--- config.mk ---
export PLATFORM = sky130hd
export DESIGN_NAME = ctr_center_timer
export DESIGN_NICKNAME = d
export VERILOG_FILES = /design/src/rtl/ctr_pkg.sv /design/src/rtl/ctr_regs.sv /design/src/rtl/ctr_divider.sv /design/src/rtl/ctr_core.sv /design/src/rtl/ctr_center_timer.sv
export SDC_FILE = /design/constraint.sdc
export NUM_CORES = 1
export LEC_CHECK = 0
export BUFFER_PORTS_ARGS = -buffer_cell sky130_fd_sc_hd__buf_2
export CAP_MARGIN = 5
export CORE_ASPECT_RATIO = 1.5
export CORE_MARGIN = 1.5
export CORE_UTILIZATION = 50
export CTS_CLUSTER_DIAMETER = 200
export CTS_CLUSTER_SIZE = 12
export DETAILED_ROUTE_END_ITERATION = 16
export PLACE_DENSITY = 0.68
export SETUP_SLACK_MARGIN = 0.5
export SLEW_MARGIN = 20
export SYNTH_ARGS = -nofsm -noshare
export SYNTH_HDL_FRONTEND = slang
export SYNTH_SLANG_ARGS = --single-unit
--- constraint.sdc ---
create_clock -name clk -period 10.8 [get_ports clk]
set_input_delay 1.08 -clock clk [delete_from_list [all_inputs] [get_ports clk]]
set_output_delay 1.08 -clock clk [all_outputs]
set_load 0.01 [all_outputs]
--- src/rtl/ctr_pkg.sv ---
`timescale 1ns/1ps
package ctr_pkg;
   typedef enum logic [1:0] {
      ADDR_CTRL = 2'd0,
      ADDR_DIV  = 2'd1,
      ADDR_RLD  = 2'd2,
      ADDR_EVT  = 2'd3
   } reg_addr_e;

   localparam int CTRL_UDIS_BIT   = 0;
   localparam int CTRL_CENTER_BIT = 1;
   localparam int EVT_STROBE_BIT  = 0;
   localparam int EVT_FLAG_BIT    = 1;
endpackage

--- src/rtl/ctr_regs.sv ---
`timescale 1ns/1ps
module ctr_regs #(
   parameter int CNT_W  = 16,
   parameter int PSC_W  = 16,
   parameter int DATA_W = 16
) (
   input  logic              clk,
   input  logic              rst_n,
   input  logic              wr_en,
   input  logic [1:0]        wr_addr,
   input  logic [DATA_W-1:0] wr_data,
   output logic              udis,
   output logic              center,
   output logic [PSC_W-1:0]  div_pre,
   output logic [CNT_W-1:0]  rld_pre,
   output logic              ug_pend,
   output logic              flag_clr
);
   import ctr_pkg::*;

   logic wr_ctrl, wr_div, wr_rld, wr_evt;
   logic unused_upper;

   assign wr_ctrl = wr_en && (wr_addr == ADDR_CTRL);
   assign wr_div  = wr_en && (wr_addr == ADDR_DIV);
   assign wr_rld  = wr_en && (wr_addr == ADDR_RLD);
   assign wr_evt  = wr_en && (wr_addr == ADDR_EVT);

   assign flag_clr     = wr_evt && !wr_data[EVT_FLAG_BIT];
   assign unused_upper = ^wr_data;

   always_ff @(posedge clk) begin
      if (!rst_n) begin
         udis    <= 1'b0;
         center  <= 1'b0;
         div_pre <= '0;
         rld_pre <= '0;
         ug_pend <= 1'b0;
      end else begin
         if (wr_ctrl) begin
            udis   <= wr_data[CTRL_UDIS_BIT];
            center <= wr_data[CTRL_CENTER_BIT];
         end
         if (wr_div) div_pre <= wr_data[PSC_W-1:0];
         if (wr_rld) rld_pre <= wr_data[CNT_W-1:0];
         ug_pend <= wr_evt && wr_data[EVT_STROBE_BIT];
      end
   end
endmodule

--- src/rtl/ctr_divider.sv ---
`timescale 1ns/1ps
module ctr_divider #(
   parameter int PSC_W = 16
) (
   input  logic             clk,
   input  logic             rst_n,
   input  logic             run,
   input  logic             restart,
   input  logic             load,
   input  logic [PSC_W-1:0] div_pre,
   output logic             tick
);
   logic [PSC_W-1:0] div_cnt;
   logic [PSC_W-1:0] div_sh;

   assign tick = run && !restart && (div_cnt == div_sh);

   always_ff @(posedge clk) begin
      if (!rst_n) begin
         div_cnt <= '0;
         div_sh  <= '0;
      end else begin
         if (restart)  div_cnt <= '0;
         else if (run) div_cnt <= tick ? '0 : div_cnt + PSC_W'(1);
         if (load)     div_sh  <= div_pre;
      end
   end
endmodule

--- src/rtl/ctr_core.sv ---
`timescale 1ns/1ps
module ctr_core #(
   parameter int CNT_W = 16
) (
   input  logic             clk,
   input  logic             rst_n,
   input  logic             tick,
   input  logic             restart,
   input  logic             center,
   input  logic             udis,
   input  logic [CNT_W-1:0] rld_pre,
   output logic [CNT_W-1:0] count,
   output logic             dir,
   output logic             upd_evt,
   output logic [CNT_W-1:0] rld_sh
);
   localparam logic [CNT_W-1:0] ONE = CNT_W'(1);

   logic [CNT_W-1:0] cnt_q, cnt_nxt;
   logic             dir_q, dir_nxt;
   logic             turn;

   always_comb begin
      cnt_nxt = cnt_q;
      dir_nxt = dir_q;
      turn    = 1'b0;
      if (rld_sh == '0) begin
         cnt_nxt = '0;
         dir_nxt = 1'b0;
      end else if (!center) begin
         if (cnt_q == '0) begin
            turn    = 1'b1;
            cnt_nxt = udis ? rld_sh : rld_pre;
         end else begin
            cnt_nxt = cnt_q - ONE;
         end
      end else if (!dir_q) begin
         if (cnt_q >= rld_sh - ONE) begin
            turn    = 1'b1;
            cnt_nxt = rld_sh;
            dir_nxt = 1'b1;
         end else begin
            cnt_nxt = cnt_q + ONE;
         end
      end else begin
         if (cnt_q <= ONE) begin
            turn    = 1'b1;
            cnt_nxt = '0;
            dir_nxt = 1'b0;
         end else begin
            cnt_nxt = cnt_q - ONE;
         end
      end
   end

   assign upd_evt = !udis && (restart || (tick && turn));
   assign count   = cnt_q;
   assign dir     = center ? dir_q : 1'b1;

   always_ff @(posedge clk) begin
      if (!rst_n) begin
         cnt_q  <= '0;
         dir_q  <= 1'b0;
         rld_sh <= '0;
      end else begin
         if (restart) begin
            cnt_q <= '0;
            dir_q <= 1'b0;
         end else if (tick) begin
            cnt_q <= cnt_nxt;
            dir_q <= dir_nxt;
         end
         if (upd_evt) rld_sh <= rld_pre;
      end
   end
endmodule

--- src/rtl/ctr_center_timer.sv ---
`timescale 1ns/1ps
module ctr_center_timer #(
   parameter int CNT_W  = 16,
   parameter int PSC_W  = 16,
   parameter int DATA_W = 16
) (
   input  logic              clk,
   input  logic              rst_n,
   input  logic              cnt_en,
   input  logic              wr_en,
   input  logic [1:0]        wr_addr,
   input  logic [DATA_W-1:0] wr_data,
   output logic [CNT_W-1:0]  count,
   output logic              dir,
   output logic              uev,
   output logic              uif
);
   generate
      if (CNT_W < 2 || CNT_W > DATA_W) begin : g_bad_cnt_w
         $error("CNT_W must lie between 2 and DATA_W");
      end
      if (PSC_W < 1 || PSC_W > DATA_W) begin : g_bad_psc_w
         $error("PSC_W must lie between 1 and DATA_W");
      end
      if (DATA_W < 2) begin : g_bad_data_w
         $error("DATA_W must hold the event register bits");
      end
   endgenerate

   logic             udis, center, ug_pend, flag_clr, tick, upd_evt;
   logic [PSC_W-1:0] div_pre;
   logic [CNT_W-1:0] rld_pre, arr_sh;

   ctr_regs #(.CNT_W(CNT_W), .PSC_W(PSC_W), .DATA_W(DATA_W)) u_regs (
      .clk(clk), .rst_n(rst_n), .wr_en(wr_en), .wr_addr(wr_addr),
      .wr_data(wr_data), .udis(udis), .center(center), .div_pre(div_pre),
      .rld_pre(rld_pre), .ug_pend(ug_pend), .flag_clr(flag_clr)
   );

   ctr_divider #(.PSC_W(PSC_W)) u_div (
      .clk(clk), .rst_n(rst_n), .run(cnt_en), .restart(ug_pend),
      .load(upd_evt), .div_pre(div_pre), .tick(tick)
   );

   ctr_core #(.CNT_W(CNT_W)) u_core (
      .clk(clk), .rst_n(rst_n), .tick(tick), .restart(ug_pend),
      .center(center), .udis(udis), .rld_pre(rld_pre), .count(count),
      .dir(dir), .upd_evt(upd_evt), .rld_sh(arr_sh)
   );

   always_ff @(posedge clk) begin
      if (!rst_n) begin
         uev <= 1'b0;
         uif <= 1'b0;
      end else begin
         uev <= upd_evt;
         if (upd_evt)       uif <= 1'b1;
         else if (flag_clr) uif <= 1'b0;
      end
   end
endmodule

==> results.yml <==
timing:
  fin_hold_ws_ns: 0.4561
  rsz0062_at_grt: "no"
  finalHoldViolCount: 0
  tightest_slew_ns: 1.165
  report.final.setup_viol: 0
  tns_ns: 0
  fmax_mhz: 215.4
  slew_violations: 0
  relSlewSlack_pct: 22.08
  layout_min_cycle_time_ns: 4.644
  fin_skew_ns: 0.01291
  post-route-period-util_pct: 43.00
placement:
  placed_cells: 923
  io_buffers: 40
  dp_hpwl_um: 11790
  dpl_cell_area_um2: 6481
  gp_congestion: 0.9638
route:
  finalWirelength_um: 16140
  routed_via_density: 5.720
  drc_errors: 0
  antenna_left: 0
  num_vias: 5371
  drt-initial-drc-count: 246
  routedWlPerCell_um: 17.19
  dr.pass1.iters: 6
logic_synthesis:
  syn_nets: 818
  avgSynthCellArea_um2: 8.155
  syn_inst: 774
  ys_seq_area_share_pct: 32.35
  synthTopCellsByCount: "nand2_1 (165), dfxtp_1 (102), mux2i_1 (51)"
  synth_area_leader_cell: "dfxtp_1"
  yosys_most_used_dff: "dfxtp_1"
  async_flop_share_pct: 0
  yosys_warnings: 0
  synth_top_area_share_pct: 32.35
  ys_types: 71
  synth-edff-count: 0
  yosysMostFrequentCell: "nand2_1"
  syn_area_um2: 6312
  synth-seq-cells: 102
  yosys-top-cells-area: "dfxtp_1 (32%), nand2_1 (9.8%), mux2i_1 (8.1%)"
clock_tree:
  worstSkewPairLatency_ns: 0.34
  cts-root-buf: "clkbuf_16"
  cts.sinks: 102
  clk_path_buf_depth: 2
  clk_pin_slew_worst_paths_ns: 0.08
  cts_buffers: 9
  cts.repair.resized: 0
  post_cts_buffers: 0
  h-tree-depth: 3
  cts_hold_buf: 0
  cts_tree: "built"
final_layout:
  syn2layout_area_growth_pct: 7.354
  fill_cells: 1207
  multiInputGateArea_um2: 3969
  stdcell_count: 939
  nets: 822
  n_antenna_cell: 0
  final_area_um2: 6777
  area.sequential_um2: 2042
  drive_gt1_share_pct: 10.60
critical_path:
  worstPathMaxFanout: 34
  crit_chain: "or4_4 > or2_2 > or4_1 > nor2_1 > xnor2_1 > ha_1 > nand4_1 > nor3_1 > o311ai_1 > and3_1 > a21o_1 > a211oi_4 > buf_4 > mux2i_1"
  cp.arrival_ns: 4.91
  start_kind: "flip-flop"
  critPathTopFamily: "simple AND/OR/NAND/NOR gates"
  critPathMaxStageDelay_ns: 0.60
  required_ns: 11.06
  end_kind: "flip-flop"
  critPathKind: "flip-flop to flip-flop"
  crit_buf_inv: 1
  cpMaxStageDelayCell: "or4_4"
grt:
  overflow: 0
  grt_pass1_vias: 5307
  grt_max_degree: 104
  grt_usage_pct: 25.58
  grt_pass1_wl_um: 26700
  grt_antenna_before_repair: 0
pwr:
  ir_worst_vdd_v: 0.00008265
  powerDensity_nw_per_um2: 118.6
  leakagePower_uw: 0.002672
  total_power_uw: 803.4
die:
  io_pins: 41
  dieWidth_um: 94.74
  die-area_um2: 13320
  core_um2: 12390
  rows: 50
  start_util_pct: 50.96
  die_y_um: 140.6
min_path:
  hold_path.class: "flip-flop to flip-flop"
run_status:
  status: "completed"
flow_run:
  drv_cap: 0
cells by family after synthesis:
family	Yosys count	synth area share, %
mux	57	9.158
fa+ha+maj	22	4.361
xor+xnor	65	9.019
simple gates	320	24.48
flops	102	32.35
compound gates	146	15.74
buf+inv	62	4.896
final timing paths:
kind / start / cells after the start / endpoint / slack, ns
worst min register to register: u_regs.div_pre[12] / 2 / u_div.div_sh[12] / 0.46
worst max register to register: u_core.rld_sh[2] / 14 / u_div.div_sh[0] / 6.16
worst max-delay path: u_core.rld_sh[2] / 14 / u_div.div_sh[0] / 6.16
worst min-delay path: u_regs.div_pre[12] / 2 / u_div.div_sh[12] / 0.46
state kept, by name (all words and copies together), names as in the netlist:
name / count
uif: 1
u_div.div_sh: 16
u_div.div_cnt: 16
u_regs.center: 1
u_core.dir_q: 1
u_regs.ug_pend: 1
u_regs.div_pre: 16
u_core.count: 16
u_regs.udis: 1
u_core.rld_sh: 16
uev: 1
u_regs.rld_pre: 16
routing by layer:
layer / global-route usage, % / part of all wire [%] / vias to the layer above
met4: 13.12 / 4.2 / 0
met5: 0 / 0 / -
met1: 30.46 / 40 / 2521
met3: 3.452 / 3.5 / 44
li1: - / - / 2677
met2: 43.95 / 52 / 129
worst register-to-register path: stages, from the launching register on:
cell,delay (ns)
dfxtp_1,0.39
or4_4,0.60
or2_2,0.31
or4_1,0.44
nor2_1,0.15
xnor2_1,0.08
ha_1,0.30
nand4_1,0.07
nor3_1,0.26
o311ai_1,0.16
and3_1,0.49
a21o_1,0.33
a211oi_4,0.19
buf_4,0.52
mux2i_1,0.28
cell usage in the layout (no fill, tap or decap), drive strengths merged, types with 5 or more instances in the layout:
cell type and instances:
nand2 167, dfxtp 102, mux2i 51, nor2 48, buf 45, xnor2 38, a21boi 34, o21ai 33
xor2 27, a21oi 25, ha 22, nand3 20, nor2b 19, a211oi 12, clkbuf 12, inv 11
nand4 11, nor3 9, and3 8, nor4 7, and2 6, o21a 6, mux2 6, or3 5
cell type report:
type	count	share of cell area, %
sequential	102	30.13
inverter	10	0.5539
clock buffer	12	3.933
multi-input combinational	610	58.57
clock inverter	4	0.4247
timing repair buffer	45	3.508
tap	156	2.880
stage by stage:
stage / setup WS [ns] / util (%)
finish: 6.156 / 54.71
global route: 5.919 / 54.71
CTS: 6.154 / 54.71
detailed placement: 6.194 / 52.32
global placement: 6.347 / 52.32
floorplan: 6.961 / -
report_power, final:
group	internal (uW)	switching, uW	total, uW
clock network	176	149	325
logic	33.0	57.4	90.3
registers	382	6.08	388
No activity file was read; power rests on OpenSTA's default activity.
